[src/rtl/ccd_timing_pkg.sv]
package ccd_timing_pkg;
  typedef enum logic [2:0] {
    ST_IDLE,
    ST_TG,
    ST_OVL,
    ST_READ,
    ST_FLUSH
  } seq_st_e;
endpackage

[src/rtl/ccd_line_seq.sv]
module ccd_line_seq
  import ccd_timing_pkg::*;
#(
  parameter int N_LEAD  = 16,
  parameter int N_ACT   = 2048,
  parameter int N_TRAIL = 4,
  parameter int CFG_W   = 16,
  parameter int PER_W   = 20,
  parameter int TG_MIN  = 32,
  parameter int OV_MIN  = 16,
  localparam int N_POS    = N_LEAD + N_ACT + N_TRAIL,
  localparam int IDX_W    = $clog2(N_POS),
  localparam int READ_CYC = 4 * N_POS
) (
  input  logic             clk_i,
  input  logic             rst_ni,
  input  logic [CFG_W-1:0] tg_width_i,
  input  logic [CFG_W-1:0] overlap_i,
  input  logic [PER_W-1:0] line_period_i,
  output seq_st_e          st_o,
  output logic [1:0]       sub_o,
  output logic [IDX_W-1:0] pix_o
);

  seq_st_e          st_q;
  logic [CFG_W-1:0] cyc_q, tgw_q, ovl_q;
  logic [PER_W-1:0] line_cnt_q, per_q;
  logic [1:0]       sub_q;
  logic [IDX_W-1:0] pix_q;

  logic [CFG_W-1:0] tgw_n, ovl_n;
  logic [PER_W-1:0] min_per, per_n;
  logic             last_cyc, end_read, start_line;

  // clamp configuration; only sampled at line start
  always_comb begin
    tgw_n   = (tg_width_i < CFG_W'(TG_MIN)) ? CFG_W'(TG_MIN) : tg_width_i;
    ovl_n   = (overlap_i < CFG_W'(OV_MIN)) ? CFG_W'(OV_MIN) : overlap_i;
    min_per = PER_W'(tgw_n) + PER_W'(ovl_n) + PER_W'(READ_CYC);
    per_n   = (line_period_i < min_per) ? min_per : line_period_i;
  end

  assign last_cyc   = (line_cnt_q == per_q - PER_W'(1));
  assign end_read   = (st_q == ST_READ) && (sub_q == 2'd3) && (pix_q == IDX_W'(N_POS - 1));
  assign start_line = (st_q == ST_IDLE) || (end_read && last_cyc) ||
                      ((st_q == ST_FLUSH) && last_cyc);

  always_ff @(posedge clk_i or negedge rst_ni) begin
    if (!rst_ni) begin
      st_q       <= ST_IDLE;
      cyc_q      <= '0;
      line_cnt_q <= '0;
      sub_q      <= '0;
      pix_q      <= '0;
      tgw_q      <= CFG_W'(TG_MIN);
      ovl_q      <= CFG_W'(OV_MIN);
      per_q      <= '0;
    end else begin
      line_cnt_q <= line_cnt_q + PER_W'(1);
      unique case (st_q)
        ST_TG: begin
          if (cyc_q == tgw_q - CFG_W'(1)) begin
            st_q  <= ST_OVL;
            cyc_q <= '0;
          end else begin
            cyc_q <= cyc_q + CFG_W'(1);
          end
        end
        ST_OVL: begin
          if (cyc_q == ovl_q - CFG_W'(1)) begin
            st_q  <= ST_READ;
            cyc_q <= '0;
            sub_q <= '0;
            pix_q <= '0;
          end else begin
            cyc_q <= cyc_q + CFG_W'(1);
          end
        end
        ST_READ: begin
          sub_q <= sub_q + 2'd1;
          if (sub_q == 2'd3) begin
            if (pix_q == IDX_W'(N_POS - 1)) st_q <= ST_FLUSH;
            else                           pix_q <= pix_q + IDX_W'(1);
          end
        end
        ST_FLUSH: sub_q <= sub_q + 2'd1;
        default: ;
      endcase
      // line start overrides the phase transitions above
      if (start_line) begin
        st_q       <= ST_TG;
        cyc_q      <= '0;
        line_cnt_q <= '0;
        sub_q      <= '0;
        tgw_q      <= tgw_n;
        ovl_q      <= ovl_n;
        per_q      <= per_n;
      end
    end
  end

  assign st_o  = st_q;
  assign sub_o = sub_q;
  assign pix_o = pix_q;

  // overlap entered only after a full transfer-gate window
  a_r2_tg_len: assert property (@(posedge clk_i) disable iff (!rst_ni)
    (st_q == ST_OVL && cyc_q == '0) |-> ($past(st_q) == ST_TG && $past(cyc_q) == tgw_q - CFG_W'(1)));
  // overlap phase never runs past its window
  a_r3_ovl_len: assert property (@(posedge clk_i) disable iff (!rst_ni)
    (st_q == ST_OVL) |-> (cyc_q < ovl_q));
  // index advances by one per pixel
  a_r1_pix_step: assert property (@(posedge clk_i) disable iff (!rst_ni)
    (st_q == ST_READ && sub_q == 2'd3 && pix_q != IDX_W'(N_POS - 1)) |=> (pix_q == $past(pix_q) + IDX_W'(1)));
  // flushing only after the full readout
  a_r8_flush_late: assert property (@(posedge clk_i) disable iff (!rst_ni)
    (st_q == ST_FLUSH) |-> (line_cnt_q >= PER_W'(tgw_q) + PER_W'(ovl_q) + PER_W'(READ_CYC)));
  // line never exceeds the latched period
  a_r8_per_bound: assert property (@(posedge clk_i) disable iff (!rst_ni)
    (st_q != ST_IDLE) |-> (line_cnt_q < per_q));

endmodule

[src/rtl/ccd_clk_gen.sv]
module ccd_clk_gen
  import ccd_timing_pkg::*;
(
  input  logic       clk_i,
  input  logic       rst_ni,
  input  seq_st_e    st_i,
  input  logic [1:0] sub_i,
  input  logic       shutter_en_i,
  input  logic       shutter_i,
  output logic       tg_o,
  output logic       p1h_o,
  output logic       p2h_o,
  output logic       sg_o,
  output logic       rg_o,
  output logic       abg_o
);

  logic tg_d, p1_d, p2_d, sg_d, rg_d;

  always_comb begin
    tg_d = 1'b0;
    p1_d = 1'b1;
    p2_d = 1'b0;
    sg_d = 1'b0;
    rg_d = 1'b0;
    unique case (st_i)
      ST_TG: tg_d = 1'b1;
      ST_READ, ST_FLUSH: begin
        p1_d = ~sub_i[1];
        p2_d = sub_i[1];
        sg_d = ~sub_i[1];
        rg_d = (sub_i == 2'd0);
      end
      default: ;
    endcase
  end

  // registered so the pad drivers see glitch-free edges
  always_ff @(posedge clk_i or negedge rst_ni) begin
    if (!rst_ni) begin
      tg_o  <= 1'b0;
      p1h_o <= 1'b1;
      p2h_o <= 1'b0;
      sg_o  <= 1'b0;
      rg_o  <= 1'b0;
      abg_o <= 1'b0;
    end else begin
      tg_o  <= tg_d;
      p1h_o <= p1_d;
      p2h_o <= p2_d;
      sg_o  <= sg_d;
      rg_o  <= rg_d;
      abg_o <= shutter_en_i & shutter_i;
    end
  end

  a_r4_complement: assert property (@(posedge clk_i) disable iff (!rst_ni)
    (p1h_o ^ p2h_o));
  a_r3_tg_under_p1h: assert property (@(posedge clk_i) disable iff (!rst_ni)
    tg_o |-> p1h_o);
  a_r5_sg_with_p1h: assert property (@(posedge clk_i) disable iff (!rst_ni)
    sg_o |-> (p1h_o && !tg_o));
  a_r6_rg_single: assert property (@(posedge clk_i) disable iff (!rst_ni)
    rg_o |=> !rg_o);
  a_r6_rg_at_p1_rise: assert property (@(posedge clk_i) disable iff (!rst_ni)
    rg_o |=> p1h_o);

endmodule

[src/rtl/ccd_pix_tag.sv]
module ccd_pix_tag
  import ccd_timing_pkg::*;
#(
  parameter int N_LEAD = 16,
  parameter int N_ACT  = 2048,
  parameter int IDX_W  = 12
) (
  input  logic             clk_i,
  input  logic             rst_ni,
  input  seq_st_e          st_i,
  input  logic [1:0]       sub_i,
  input  logic [IDX_W-1:0] pix_i,
  output logic             pix_valid_o,
  output logic [IDX_W-1:0] pix_idx_o,
  output logic             pix_active_o
);

  logic valid_d, active_d;

  // strobe in pixel cycle 2, after reset pulse and during phase 2
  assign valid_d  = (st_i == ST_READ) && (sub_i == 2'd2);
  assign active_d = (pix_i >= IDX_W'(N_LEAD)) && (pix_i < IDX_W'(N_LEAD + N_ACT));

  always_ff @(posedge clk_i or negedge rst_ni) begin
    if (!rst_ni) begin
      pix_valid_o  <= 1'b0;
      pix_idx_o    <= '0;
      pix_active_o <= 1'b0;
    end else begin
      pix_valid_o  <= valid_d;
      pix_idx_o    <= pix_i;
      pix_active_o <= valid_d & active_d;
    end
  end

  a_r7_strobe_single: assert property (@(posedge clk_i) disable iff (!rst_ni)
    pix_valid_o |=> !pix_valid_o);
  a_r1_active_needs_strobe: assert property (@(posedge clk_i) disable iff (!rst_ni)
    pix_active_o |-> pix_valid_o);

endmodule

[src/rtl/ccd_line_timer.sv]
module ccd_line_timer
  import ccd_timing_pkg::*;
#(
  parameter int N_LEAD  = 16,
  parameter int N_ACT   = 2048,
  parameter int N_TRAIL = 4,
  parameter int CFG_W   = 16,
  parameter int PER_W   = 20,
  parameter int TG_MIN  = 32,
  parameter int OV_MIN  = 16,
  localparam int N_POS  = N_LEAD + N_ACT + N_TRAIL,
  localparam int IDX_W  = $clog2(N_POS)
) (
  input  logic             clk_i,
  input  logic             rst_ni,
  input  logic [CFG_W-1:0] tg_width_i,
  input  logic [CFG_W-1:0] overlap_i,
  input  logic [PER_W-1:0] line_period_i,
  input  logic             shutter_en_i,
  input  logic             shutter_i,
  output logic             tg_o,
  output logic             p1h_o,
  output logic             p2h_o,
  output logic             sg_o,
  output logic             rg_o,
  output logic             abg_o,
  output logic             pix_valid_o,
  output logic [IDX_W-1:0] pix_idx_o,
  output logic             pix_active_o
);

  seq_st_e          st;
  logic [1:0]       sub;
  logic [IDX_W-1:0] pix;

  ccd_line_seq #(
    .N_LEAD(N_LEAD), .N_ACT(N_ACT), .N_TRAIL(N_TRAIL),
    .CFG_W(CFG_W), .PER_W(PER_W), .TG_MIN(TG_MIN), .OV_MIN(OV_MIN)
  ) u_seq (
    .clk_i, .rst_ni, .tg_width_i, .overlap_i, .line_period_i,
    .st_o(st), .sub_o(sub), .pix_o(pix)
  );

  ccd_clk_gen u_clk (
    .clk_i, .rst_ni, .st_i(st), .sub_i(sub),
    .shutter_en_i, .shutter_i,
    .tg_o, .p1h_o, .p2h_o, .sg_o, .rg_o, .abg_o
  );

  ccd_pix_tag #(.N_LEAD(N_LEAD), .N_ACT(N_ACT), .IDX_W(IDX_W)) u_tag (
    .clk_i, .rst_ni, .st_i(st), .sub_i(sub), .pix_i(pix),
    .pix_valid_o, .pix_idx_o, .pix_active_o
  );

endmodule

[config.mk]
export PLATFORM = sky130hd
export DESIGN_NAME = ccd_line_timer
export DESIGN_NICKNAME = d
export VERILOG_FILES = /design/src/rtl/ccd_timing_pkg.sv /design/src/rtl/ccd_line_seq.sv /design/src/rtl/ccd_clk_gen.sv /design/src/rtl/ccd_pix_tag.sv /design/src/rtl/ccd_line_timer.sv
export SDC_FILE = /design/constraint.sdc
export NUM_CORES = 1
export LEC_CHECK = 0
export ABC_AREA = 1
export BUFFER_PORTS_ARGS = -buffer_cell sky130_fd_sc_hd__buf_2
export CORE_UTILIZATION = 65
export DETAILED_ROUTE_END_ITERATION = 10
export PLACE_DENSITY = 0.93
export SYNTH_ARGS = -nofsm -noshare
export SYNTH_HDL_FRONTEND = slang
export SYNTH_SLANG_ARGS = --single-unit
export TNS_END_PERCENT = 100
[constraint.sdc]
create_clock -name clk_i -period 7 [get_ports clk_i]
set_clock_uncertainty 0.15 [all_clocks]
set_input_delay 0.7 -clock clk_i [delete_from_list [all_inputs] [get_ports clk_i]]
set_output_delay 0.7 -clock clk_i [all_outputs]
set_load 0.005 [all_outputs]
== Word level (Yosys, flattened, before mapping) ==
Index checks and enable logic that the tools add are counted.

* $add $sub $neg: 9
* Magnitude comparators: 5
* Equal/unequal tests: 17
* Multiplexer cells: 26
* Bitwise gates (word level): 3
* Reduce and logical (&&, ||, !) cells: 18

{| class="wikitable"
|+ Operators with widths
! kind !! number
|-
| two-way mux 16 bit || 5
|-
| two-way mux 20 bit || 2
|-
| two-way mux 12 bit || 3
|-
| equality test 16 bit || 2
|-
| case mux 16 bit (2 select lines) || 1
|-
| subtractor 16 x 1 -> 16 bit (second input constant) || 2
|-
| case mux 12 bit (2 select lines) || 1
|-
| adder 20 x 1 -> 20 bit (second input constant) || 1
|-
| adder 20 x 14 -> 20 bit (second input constant) || 1
|-
| equality test 20 bit || 1
|-
| less-than comparator 20 bit || 1
|-
| subtractor 20 x 1 -> 20 bit (second input constant) || 1
|-
| adder 16 x 16 -> 17 bit || 1
|-
| adder 16 x 1 -> 16 bit (second input constant) || 1
|-
| less-than comparator 16 x 5 -> 1 bit (second input constant) || 1
|-
| less-than comparator 16 x 6 -> 1 bit (second input constant) || 1
|-
| two-way mux 3 bit || 5
|-
| adder 12 x 1 -> 12 bit (second input constant) || 1
|-
| equality test 12 bit (second input constant) || 1
|-
| greater-or-equal comparator 12 x 5 -> 1 bit (second input constant) || 1
|-
| less-than comparator 12 bit (second input constant) || 1
|-
| != test 3 bit (second input constant) || 3
|-
| case mux 3 bit (3 select lines) || 1
|-
| equality test 3 x 2 -> 1 bit (second input constant) || 2
|-
| 23 further kinds || 38
|}

* Register bits after elaboration: 125
* Output and inout bits: 20

== Longest topological paths before layout ==
* Depth after elaboration: 8
* Depth in mapped cells: 32
* Mapped depth without buffers: 31

== Cells and area by module ==
A second synthesis with hierarchy kept.

* Cells, all modules: 1,413
* Area total of the unflattened synthesis: 9,693.0 µm²

{| class="wikitable"
|+ By module, submodules not included
! module !! times used !! cells an instance !! area each (µm²) !! seq. area each (µm²)
|-
| ccd_line_seq || 1 || 1,356 || 9,027.4 || 2,630.0
|-
| ccd_pix_tag || 1 || 36 || 444.2 || 350.3
|-
| ccd_clk_gen || 1 || 21 || 221.5 || 151.4
|}

== Least setup slack after synthesis ==
Ideal clock, no wire load.

* Path kind: input port to flip-flop
* Start: input tg_width_i[8]
* End: register u_seq.per_q[2]
* Library setup time: 130 ps
* Data arrival time: 4,943 ps
* Slack: 1,777 ps
* Stages: 30
* Path through: nor4_1 nand2_1 nor4_1 nor2_1 ha_1 fa_1 nand3_1 nand2_1 xor2_1 ha_1 inv_1 nand3_1 nand3_1 nor2_1 nand3_1 nand2_1 nand2_1 and2_1 ha_1 nand2_1 inv_1 o21ai_0 a21oi_1 nor2_1 nand3_1 inv_1 clkbuf_1 nand2_1 o211ai_1 o21ai_0

* Longest elaborated chain between the ends: 6

{| class="wikitable"
|+ Ends and longest elaborated chain
! item !! RTL line !! text
|-
| start: declaration || ccd_line_timer.sv:16 || <nowiki>input logic [CFG_W-1:0] tg_width_i,</nowiki>
|-
| less-than comparator 16 x 6 -> 1 bit (*) || ccd_line_seq.sv:37 || <nowiki>tgw_n = (tg_width_i < CFG_W'(TG_MIN)) ? CFG_W'(TG_MIN) : tg_width_i;</nowiki>
|-
| two-way mux 16 bit (*) || ccd_line_seq.sv:37 ||
|-
| via u_seq.tgw_n[0] || ccd_line_seq.sv:31 || <nowiki>logic [CFG_W-1:0] tgw_n, ovl_n;</nowiki>
|-
| adder 16 x 16 -> 17 bit (*) || ccd_line_seq.sv:39 || <nowiki>min_per = PER_W'(tgw_n) + PER_W'(ovl_n) + PER_W'(READ_CYC);</nowiki>
|-
| adder 20 x 14 -> 20 bit (*) || ccd_line_seq.sv:39 ||
|-
| less-than comparator 20 bit || ccd_line_seq.sv:40 || <nowiki>per_n = (line_period_i < min_per) ? min_per : line_period_i;</nowiki>
|-
| two-way mux 20 bit (*) || ccd_line_seq.sv:40 ||
|-
| end signal: assignment || ccd_line_seq.sv:97 || <nowiki>per_q <= per_n;</nowiki>
|-
| end: declaration || ccd_line_seq.sv:27 || <nowiki>logic [PER_W-1:0] line_cnt_q, per_q;</nowiki>
|}

The timed path passes the listed nets; every way through them passes the cells marked *.
A chain may end at the register's enable or synchronous reset.

== Worst setup path in the final report ==
* Start: input tg_width_i[15]
* End: register u_seq.per_q[2]

Same word-level chain as after synthesis.

==> summary.md <==
| Metric | Value |
|---|---|
| Run status | `finished with violations` |
| Violated checks | `design-rule violations` |
| Ports | `76` |
| Mapped Area | `approximately 9800 sq um` |
| Post-route cell area | `10700 sq um` |
| CTS tree | `yes` |
| Setup WS pre-CTS | `between 0.3 and 0.4 ns` |
| Met1 WL | `approximately 11 mm` |
| Fin Setup TNS | `0 ns` |
| Post-CTS sizing | `0` |
| Metal3 WL | `~1.6 mm` |
| Largest net degree at the start of global routing | `111` |
| # diodes | `0` |
| Count leader, synth | `nand2_1` |
| Via count of the routed design | `between 9000 and 10000` |
| Post-Route WL | `roughly 25 mm` |
| CTS Buffer Depth | `2` |
| Synth Area per Inst | `between 6 and 7 sq um` |
| Clock power frac | `roughly 23%` |
| Drt first-iter violations | `about 900` |
| Synth area leaders | `dfrtp_1, nand2_1, nor2_1` |
| Yosys cell types | `39` |
| Hold_ws | `about 0.25 ns` |
| Synth warn | `0` |
| First-pass GRT wire length | `about 43 mm` |
| Setup crit end kind | `flop` |
| Internal | `a little under 2 mW` |
| Slew headroom | `between 20% and 30%` |
| Power density over the cells | `332 nW/um^2` |
| Clk Latency, worst-skew pair | `around 0.43 ns` |
| Vias in the first global route | `9446` |
| Post-layout util | `between 70% and 80%` |
| R2R Path Start | `u_seq.per_q[0]` |
| Total Power | `3.56 mW` |
| Reg2reg end | `u_seq.cyc_q[0]` |
| DRC | `4` |
| Die area | `around 16000 sq um` |
| Worst path bufs/invs | `4` |
| Hold WC Path Type | `input pin to async pin` |
| Sink Count | `~130` |
| DIE HEIGHT | `~120 microns` |
| Routed WL per cell | `roughly 15 microns` |
| Net Sw Frac | `roughly 44%` |
| Setup violators final | `0` |
| Row Count | `44` |
| WS Path Type | `input pin to flop` |
| Share of layout cells above drive strength 1 | `~9%` |
| H-tree depth | `4` |
| Placed insts | `about 1700` |
| CTS Hold Bufs | `0` |
| Critical Path AT | `between 6 and 7 ns` |
| Logic pwr share | `~44%` |
| Post-synthesis sequential area ratio | `about a third` |
| Leading area contributor after synthesis | `dfrtp_1` |
| Final Wtd Congestion | `about 0.97` |
| Total grt overflow | `0` |
| Sequential power share | `between 30% and 40%` |
| Crit-path slowest cell | `inv_1` |
| Max-cap check violation count | `0` |
| RSZ-0062 raised after global routing | `no` |
| VDD IR max | `around 0.00023 V` |
| Number of synthesized flops with an enable pin | `0` |
| Core area | `around 15000 sq um` |
| Number of routed nets with antenna violations | `0` |
| CP peak stage delay | `approximately 0.69 ns` |
| Port Buffer Count | `75` |
| Endpoints failing hold | `0` |
| Starting Density | `67.1%` |
| Worst reg2reg path depth | `14` |
| GRT Util Overall | `34.4%` |
| Syn nets | `1597` |
| Clock Tree Root | `clkbuf_16` |
| Cell repeated most along the worst path | `nand2_1` |
| Via/cell ratio | `approximately 5.7` |
| Post-CTS setup buffer count | `0` |
| Met2 Wirelength | `around 12 mm` |
| Worst reg2reg setup slack | `2.85 ns` |
| Measured slew at the worst slew-check pin | `approximately 1.1 ns` |
| Final min period | `about 6.3 ns` |
| Pins Over Slew Limit | `0` |
| Critical path launch point type | `input pin` |
| Worst-path clk slew | `around 0.06 ns` |
| Area Growth Syn to Fin | `9.16%` |
| DRT Pass-1 Iters | `10` |
| Tcrit/Tclk final | `between 90% and 100%` |
| P_leak | `roughly 5.5 nW` |
| Crit. Startpoint | `tg_width_i[15]` |
| Fraction of registers with async set/reset | `100%` |
| Top cells by count, synth | `nand2_1, nor2_1, inv_1` |
| Uppermost layer routed | `met4` |
| Final net count | `between 1500 and 2000` |
| Crit path max fanout | `26` |
| Cell Area, Placed | `10200 sq um` |
| Net Sw Power | `around 1.6 mW` |
| DP HPWL | `18.8 mm` |
| Flops & latches, synth | `approximately 130` |
| Delay-heaviest family, CP | `simple AND/OR/NAND/NOR gates` |
| Top cell type's share of synthesized area | `a little under a third` |
| Total CTS buffers | `17` |
| Cells after synthesis | `between 1000 and 1500` |
| Antenna violations before repair | `0` |
| Final WS setup | `about 0.66 ns` |
| Peak Freq | `0.158 GHz` |
| Die W | `around 120 microns` |
| Top FF cell, synth | `dfrtp_1` |
| Crit path required time | `7.09 ns` |
| Non-Filler Instances | `~1700` |
[worst max-delay path by stage]
stage                           end  slack, ns  depth (start not counted)
floorplan            u_seq.per_q[2]       1.78                         30
global placement    u_seq.per_q[17]       0.63                         28
detailed placement  u_seq.per_q[17]       0.37                         28
CTS                  u_seq.per_q[2]       0.74                         30
global route         u_seq.per_q[4]       0.01                         30
finish               u_seq.per_q[2]       0.66                         30
[power groups by stage]
stage                     Clock [mW]  Combinational, mW  Sequential [mW]
after detailed placement           0               1.50             1.20
final                          0.807               1.55             1.20
after floorplan                    0               1.21             1.13
after global routing           0.846               1.79             1.23
after CTS                      0.809               1.53             1.20
after global placement             0               1.44             1.20
[registers in the layout (all words and copies together) (netlist names), 2 cells and up]
name / flops
u_seq.tgw_q: 16
u_seq.sub_o: 2
u_tag.pix_idx_o: 12
u_seq.per_q: 20
u_seq.ovl_q: 16
u_seq.st_o: 3
u_seq.cyc_q: 16
u_seq.pix_o: 12
u_seq.line_cnt_q: 20
[cell type report]
cell class,count,area (sq um)
Inverter,175,657
Tap cell,184,230
Multi-Input combinational cell,1143,5780
Sequential cell,125,3130
Clock buffer,20,447
Timing Repair Buffer,76,385
Clock inverter,12,90.1
Fill cell,1208,3920
[cells by family (layout without fill, tap and decap cells)]
logic type                 count (synthesis)  after routing  synth area share (%)
AOI/OAI and AO/OA                        127            127                  6.97
xor gates and xnor gates                  86             86                  7.67
and+or+nand+nor                          885            885                  38.4
buffers and inverters                    228            283                  9.31
adders and majority gates                 45             45                  5.81
DFF                                      125            125                  31.9
[metal layers]
| metal | track usage (%) | vias up |
|---|---|---|
| met5 | 0 | - |
| met4 | 17.2 | 0 |
| met3 | 5.78 | 90 |
| met2 | 55.9 | 388 |
| met1 | 44.6 | 4504 |
| li1 | - | 4827 |
[layout by cell type, fill, tap and decap left out, types with 3 or more instances in the layout]
cell type / instances
inv_6: 3
dfstp_2: 3
xor2_1: 61
nor2_4: 4
inv_2: 4
nor4_1: 11
nand2_1: 463
clkinv_2: 3
o22ai_1: 3
a21oi_1: 30
nand3b_1: 12
or2_2: 5
clkinvlp_4: 3
o21bai_1: 3
buf_2: 74
o21a_1: 4
and2_1: 8
nor3_1: 22
o21ai_0: 59
ha_1: 44
nand3_2: 3
clkinv_4: 3
xnor2_1: 25
nor2_1: 194
o21ai_1: 17
nand3_1: 117
inv_1: 170
nor2_2: 8
nand4_1: 31
dfrtp_1: 122
o211ai_1: 8
clkbuf_16: 17
No activity file was read; power rests on OpenSTA's default activity.
